===== config.mk =====
export PLATFORM = sky130hd
export DESIGN_NAME = approx_rmul
export DESIGN_NICKNAME = d
export VERILOG_FILES = /design/src/rtl/arm_pkg.sv /design/src/rtl/arm_cell2.sv /design/src/rtl/arm_merge.sv /design/src/rtl/arm_node.sv /design/src/rtl/approx_rmul.sv
export SDC_FILE = /design/constraint.sdc
export NUM_CORES = 1
export LEC_CHECK = 0
export ABC_AREA = 1
export BUFFER_PORTS_ARGS = -buffer_cell sky130_fd_sc_hd__buf_2
export CAP_MARGIN = 30
export CORE_MARGIN = 4
export CORE_UTILIZATION = 60
export DETAILED_ROUTE_END_ITERATION = 12
export PLACE_DENSITY_LB_ADDON = 0.1
export SLEW_MARGIN = 0
export SYNTH_ARGS = -nofsm -noshare
export SYNTH_HDL_FRONTEND = slang
export SYNTH_SLANG_ARGS = --single-unit

===== constraint.sdc =====
create_clock -name vclk -period 12.59
set_clock_uncertainty 0.1 [all_clocks]
set_input_delay 1.259 -clock vclk [all_inputs]
set_output_delay 1.259 -clock vclk [all_outputs]
set_load 0.02 [all_outputs]

===== src/rtl/arm_pkg.sv =====
package arm_pkg;

    // Width of the base cell operand and of its result.
    localparam int CELL_IN_W  = 2;
    localparam int CELL_OUT_W = 3;

    typedef logic [CELL_IN_W-1:0]  digit_t;
    typedef logic [CELL_OUT_W-1:0] cell_prod_t;

    // Partial-product terms of the base cell before they are packed.
    typedef struct packed {
        logic b2;
        logic b1;
        logic b0;
    } cell_terms_t;

    function automatic bit is_pow2_ge2(input int w);
        return (w >= 2) && ((w & (w - 1)) == 0);
    endfunction

endpackage


===== src/rtl/arm_cell2.sv =====
module arm_cell2
    import arm_pkg::*;
(
    input  digit_t     x,
    input  digit_t     y,
    output cell_prod_t z
);

    cell_terms_t terms_d;

    // The middle bit uses OR instead of XOR.
    // This maps 3x3 to 3'b111 and leaves the other 15 pairs exact.
    always_comb begin
        terms_d.b0 = x[0] & y[0];
        terms_d.b1 = (x[1] & y[0]) | (x[0] & y[1]);
        terms_d.b2 = x[1] & y[1];
    end

    assign z = {terms_d.b2, terms_d.b1, terms_d.b0};

endmodule


===== src/rtl/arm_merge.sv =====
module arm_merge #(
    parameter int M = 2
) (
    input  logic [2*M-1:0] hh,
    input  logic [2*M-1:0] hl,
    input  logic [2*M-1:0] lh,
    input  logic [2*M-1:0] ll,
    output logic [4*M-1:0] sum
);

    localparam int OUT_W = 4 * M;
    localparam int MID_W = 2 * M + 1;

    typedef struct packed {
        logic [MID_W-1:0] mid;
        logic [OUT_W-1:0] outer;
        logic [OUT_W-1:0] total;
    } merge_t;

    merge_t m_d;

    // The outer terms do not overlap, so a concatenation places them.
    // The cross terms are added and then shifted by M.
    // Because every cell is at or below the exact product, the total fits in OUT_W.
    always_comb begin
        m_d.mid   = {1'b0, hl} + {1'b0, lh};
        m_d.outer = {hh, ll};
        m_d.total = m_d.outer + (OUT_W'(m_d.mid) << M);
    end

    assign sum = m_d.total;

endmodule


===== src/rtl/arm_node.sv =====
module arm_node #(
    parameter int W = 2
) (
    input  logic [W-1:0]   a,
    input  logic [W-1:0]   b,
    output logic [2*W-1:0] p
);

    generate
        if (W == 2) begin : g_leaf
            logic [2:0] cell_z;
            arm_cell2 u_cell (
                .x (a),
                .y (b),
                .z (cell_z)
            );
            assign p = {1'b0, cell_z};
        end else begin : g_split
            localparam int M = W / 2;
            logic [2*M-1:0] p_hh, p_hl, p_lh, p_ll;

            arm_node #(.W(M)) u_hh (.a(a[W-1:M]), .b(b[W-1:M]), .p(p_hh));
            arm_node #(.W(M)) u_hl (.a(a[W-1:M]), .b(b[M-1:0]), .p(p_hl));
            arm_node #(.W(M)) u_lh (.a(a[M-1:0]), .b(b[W-1:M]), .p(p_lh));
            arm_node #(.W(M)) u_ll (.a(a[M-1:0]), .b(b[M-1:0]), .p(p_ll));

            arm_merge #(.M(M)) u_merge (
                .hh  (p_hh),
                .hl  (p_hl),
                .lh  (p_lh),
                .ll  (p_ll),
                .sum (p)
            );
        end
    endgenerate

endmodule


===== src/rtl/approx_rmul.sv =====
module approx_rmul
    import arm_pkg::*;
#(
    parameter int N = 16
) (
    input  logic [N-1:0]   opnd_a,
    input  logic [N-1:0]   opnd_b,
    output logic [2*N-1:0] product
);

    generate
        if (!is_pow2_ge2(N)) begin : g_bad_width
            $error("approx_rmul: N must be a power of two and at least 2");
        end
    endgenerate

    arm_node #(.W(N)) u_root (
        .a (opnd_a),
        .b (opnd_b),
        .p (product)
    );

endmodule


==> results of run 1 <==
[final cells by class]
type | instances | area (um2)
multi-input combinational | 1075 | 7880
tap | 184 | 230
timing repair buffer | 64 | 320
fill | 1484 | 5140
inverter | 315 | 1180
[per-stage QoR]
step | cells | util [%] | hold WS (ps) | instance area (um2)
2_1_floorplan | 1422 | - | 2740 | 9190
3_3_place_gp | 1638 | 65.2 | 2850 | 9620
3_5_place_dp | 1638 | 65.2 | 2850 | 9620
4_1_cts | 1638 | 65.2 | 2850 | 9620
5_1_grt | 1638 | 65.2 | 2870 | 9620
6_report | 1638 | 65.2 | 2850 | 9620
[worst max-delay path: cells and delay by family]
kind	cells	cell delay (ps)
simple gates	15	1650
buf+inv	9	1030
compound gates	5	1280
xor+xnor	3	560
fa+ha+maj	7	2730
[per-layer routing]
metal	global-route usage (%)	wire, um	vias to the layer above
li1	-	-	4610
met2	51.1	11900	356
met3	3.17	2010	79
met1	39.7	11400	4207
met4	9.04	947	0
met5	0	0	-
[cells in the final DEF (no fill, tap or decap), drive strengths merged]
master	Yosys	layout
o2111ai	1	1
a31oi	2	2
a211oi	1	1
o21bai	9	9
fa	54	54
a21o	10	10
nand3	77	77
nor2	38	38
xnor2	37	37
nor3b	1	1
xor2	73	73
o31ai	1	1
nand2	337	337
o21a	1	1
nor3	7	7
ha	201	201
and2	5	5
a21oi	113	113
nand3b	2	2
o211ai	1	1
buf	3	64
or2	1	1
o22ai	65	65
inv	315	315
o21ai	33	33
nand4	5	5
[worst max-delay path by stage]
stage                     cells after the start  slack (ps)     endpoint       start
final                                        39        2690  product[31]   opnd_b[8]
after CTS                                    38        2820  product[29]   opnd_b[8]
after detailed placement                     38        2850  product[29]   opnd_a[0]
after global placement                       39        2810  product[31]   opnd_a[0]
after global routing                         39        2160  product[30]   opnd_a[0]
after floorplan                              36        3660  product[26]  opnd_b[11]
[cell families after synthesis]
family / count (synthesis) / synth area share (%)
and+or+nand+nor: 473 / 21.6
buffers and inverters: 347 / 14.2
adders and majority gates: 255 / 39.1
AOI/OAI and AO/OA: 237 / 14.6
xor gates and xnor gates: 110 / 10.5
==> summary.txt, run 1 <==
Outcome
  – Status: finished clean

Routing
  – Remaining DRCs: 0
  – Vias/cell: 5.65
  – Via count: 9252
  – Final wirelength: 26200 um
  – Drt first pass iters: 5
  – Post-DRT Antenna Nets: 0
  – Wire per inst: 16.0 um
  – Drt initial violations: 798

STA
  – Max-slew headroom: 59.2%
  – Setup ws final: 2690 ps
  – Fmax: 101 MHz
  – Post-route clock period utilization: 78.7%
  – Setup TNS Final: 0 ps
  – Worst slew pin tran: 611 ps
  – RSZ-0062 raised after global routing: no
  – Slew Limit Fails: 0
  – Final hold violation count: 0
  – Final setup viols: 0
  – Min Tclk post-route: 9900 ps

Cells and area
  – Final net count: 1743
  – Ant diodes: 0
  – P&R area growth vs syn: 4.64%
  – Layout cells sized above 1: 5.91%
  – Sequential cell area: 0 um2
  – Sequential cell count: 0
  – Clock buf count: 0

Critical path
  – Crit path kind: primary input to output port
  – CP Capture Type: output port
  – Cell repeated most along the worst path: inv_1
  – Crit-path max FO: 9
  – Crit path largest cell delay: 530 ps
  – Worst EP required: 11230 ps
  – WP data arrival: 8550 ps
  – Critical Path Source Type: primary input
  – CP max stage cell: fa_1

Yosys
  – Unique masters post-synth: 35
  – Largest area contributor in the netlist: ha_1
  – List of most frequent post-synthesis cells: nand2_1 (329), inv_1 (315), ha_1 (201), a21oi_1 (113), nand3_1 (75)
  – Yosys warning count: 0
  – Synthesized area: 9190 um2
  – Syn avg cell area: 6.46 um2
  – Post-synthesis cell count: 1422
  – Top cells by area, synth: ha_1 (27%), nand2_1 (13%), inv_1 (13%)
  – Top cell type's share of synthesized area: 27.4%
  – Top-count cell post-synth: nand2_1
  – Syn nets: 1709
  – Register area share after synthesis: 0%

Worst hold path
  – Hold worst-path end: product[0]
  – Worst min path class: primary input to output port
  – Worst hold stages: 4
  – Min-Delay Startpoint: opnd_b[0]

Place
  – Setup WS pre-CTS: 2850 ps
  – Detailed Place HPWL: 22600 um
  – Number of port buffers: 64
  – Global placer's final weighted congestion: 1.01

Floorplan
  – Core Area: 14800 um2
  – Chip height: 132 um
  – Initial Util: 62.3%
  – Standard-cell rows: 44
  – Chip Width: 132 um
  – DIE AREA: 17400 um2
  – # IOs: 64

Global route
  – Number of global-route vias before repair: 8892
  – Initial antenna violation count: 0
  – Largest net degree at the start of global routing: 10
  – Total track usage: 29.9%
  – First-pass GRT wire length: 43500 um
  – Grt ovf: 0

Clocking
  – Post-CTS Setup Bufs: 0
  – Post_cts resized: 0
  – Hold_buf cts: 0

Run
  – Maxcap violations: 0
Power of run 1 is left out: the tool's default activity adds up to more than one toggle a clock period on the data nets, which glitch-free logic cannot reach.
==> run 2, diff against run 1 <==
Settings changed: ABC_AREA 1 to 0, CORE_UTILIZATION 60 to 59.
Clock period 12.59 ns to 8.65 ns, I/O delays scaled along.
==> run 2 against run 1 <==
  * Cell count fell by 20%
  * Routed wire length fell by 18%
  * Global-route usage fell by 4.4 points
  * Sequential cell count did not move
  * Critical path type unchanged
  * Count of clock-buffer cells in the layout did not move
  * Utilization rose by 2.8 points
  * Critical path depth fell by 7
  * Die area fell by 4.2%
  * Synthesized cell count fell by 26%
  * Non-clock buffer count rose by 51
  * Final area fell by 0.42%
==> summary.txt, run 2 <==
Yosys
  – Register area share after synthesis: 0%
  – Synthesized area: 8630 um2
  – Syn nets: 1339
  – Top-count cell post-synth: ha_1
  – Top cell type's share of synthesized area: 29.1%
  – Post-synthesis cell count: 1052
  – List of most frequent post-synthesis cells: ha_1 (201), and2_1 (109), inv_1 (83), xnor2_1 (74)
  – Largest area contributor in the netlist: ha_1
  – Unique masters post-synth: 59
  – Top cells by area, synth: ha_1 (29%), fa_1 (13%), and2_1 (7.9%)
  – Yosys warning count: 0
  – Syn avg cell area: 8.21 um2

Critical path
  – CP Capture Type: output port
  – Worst EP required: 7690 ps
  – WP data arrival: 7370 ps
  – Crit path kind: primary input to output port
  – Critical Path Source Type: primary input
  – Crit path largest cell delay: 550 ps
  – Crit-path max FO: 5
  – CP max stage cell: fa_1
  – Cell repeated most along the worst path: ha_1

Routing
  – Drt initial violations: 366
  – Final wirelength: 21500 um
  – Post-DRT Antenna Nets: 0
  – Remaining DRCs: 0
  – Via count: 7765
  – Wire per inst: 16.4 um
  – Vias/cell: 5.92
  – Drt first pass iters: 5

STA
  – Final setup viols: 0
  – Post-route clock period utilization: 96.3%
  – Final hold violation count: 0
  – Worst-case hold slack: 2100 ps
  – Slew Limit Fails: 0
  – Min Tclk post-route: 8330 ps
  – Fmax: 120 MHz
  – Worst slew pin tran: 589 ps
  – Max-slew headroom: 60.3%

Floorplan
  – Standard-cell rows: 43
  – Core Area: 14100 um2
  – Initial Util: 61.2%
  – Chip height: 129 um
  – DIE AREA: 16600 um2
  – Chip Width: 129 um
  – # IOs: 64

Place
  – Global placer's final weighted congestion: 0.858
  – Detailed Place HPWL: 17800 um
  – Number of port buffers: 64

Cells and area
  – Layout cells sized above 1: 14.4%
  – Sequential cell area: 0 um2
  – P&R area growth vs syn: 10.9%
  – Final net count: 1421
  – Most common library cell in the layout ignoring fill and taps: ha_1
  – Most frequent cells in the layout: ha_1 (194), and2_1 (109), inv_1 (82)
  – Ant diodes: 0
  – Fill cell count: 1226
  – Sequential cell count: 0
  – Clock buf count: 0

Global route
  – Initial antenna violation count: 0
  – Largest net degree at the start of global routing: 18
  – Number of global-route vias before repair: 7461
  – Total track usage: 25.5%
  – First-pass GRT wire length: 35400 um
  – Grt ovf: 0

Outcome
  – Status: finished clean

Worst hold path
  – Worst min path class: primary input to output port

Run
  – Maxcap violations: 0
run 2: worst paths after layout:
| check | from | end | slack [ps] | cells after the start |
|---|---|---|---|---|
| worst max-delay path | opnd_b[2] | product[31] | 320 | 32 |
| worst min-delay path | opnd_a[0] | product[0] | 2100 | 3 |
run 2: per-stage QoR:
stage / std cells / worst slack [ps] / cell area [um2] / setup TNS (ps) / util [%]
2_1_floorplan: 1052 / 576 / 8630 / 0 / -
3_3_place_gp: 1308 / 131 / 9400 / 0 / 66.7
3_5_place_dp: 1308 / 65.2 / 9400 / 0 / 66.7
4_1_cts: 1308 / 32.5 / 9400 / 0 / 66.7
5_1_grt: 1312 / -45.0 / 9580 / -104 / 67.9
6_report: 1312 / 318 / 9580 / 0 / 67.9
run 2: area by class of cell:
type                            instances  area, um2  area share [%]
Timing Repair Buffer                  115        711            7.42
Multi-Input combinational cell        934       8330            87.0
Tap cell                              180        225            2.35
Inverter                               83        312            3.25
run 2: kinds of logic after synthesis:
logic type | synth area share (%)
xor gates and xnor gates | 12.6
adders and majority gates | 41.7
AOI/OAI and AO/OA | 24.4
and+or+nand+nor | 16.3
buffers and inverters | 5.13
run 2: critical path, delay by kind of cell:
kind,cells,cell delay [ps]
AOI/OAI and AO/OA,10,1790
adders and majority gates,8,2880
xor gates and xnor gates,3,340
buffers and inverters,6,610
and+or+nand+nor,5,850
run 2: per-layer routing:
layer  up-vias  track usage, %  routed length, um
met2       188            44.7              10000
met1      3666            34.6               9870
met5         -               0                  0
met4         0            5.56                618
li1       3869               -                  -
met3        42            1.54               1010
run 2: repair_timing:
item,in CTS,in global routing
hold buffers,0,0
setup buffers,0,4
setup endpoints to repair,0,6
resized for setup,0,33
Power of run 2 is left out for the same reason.
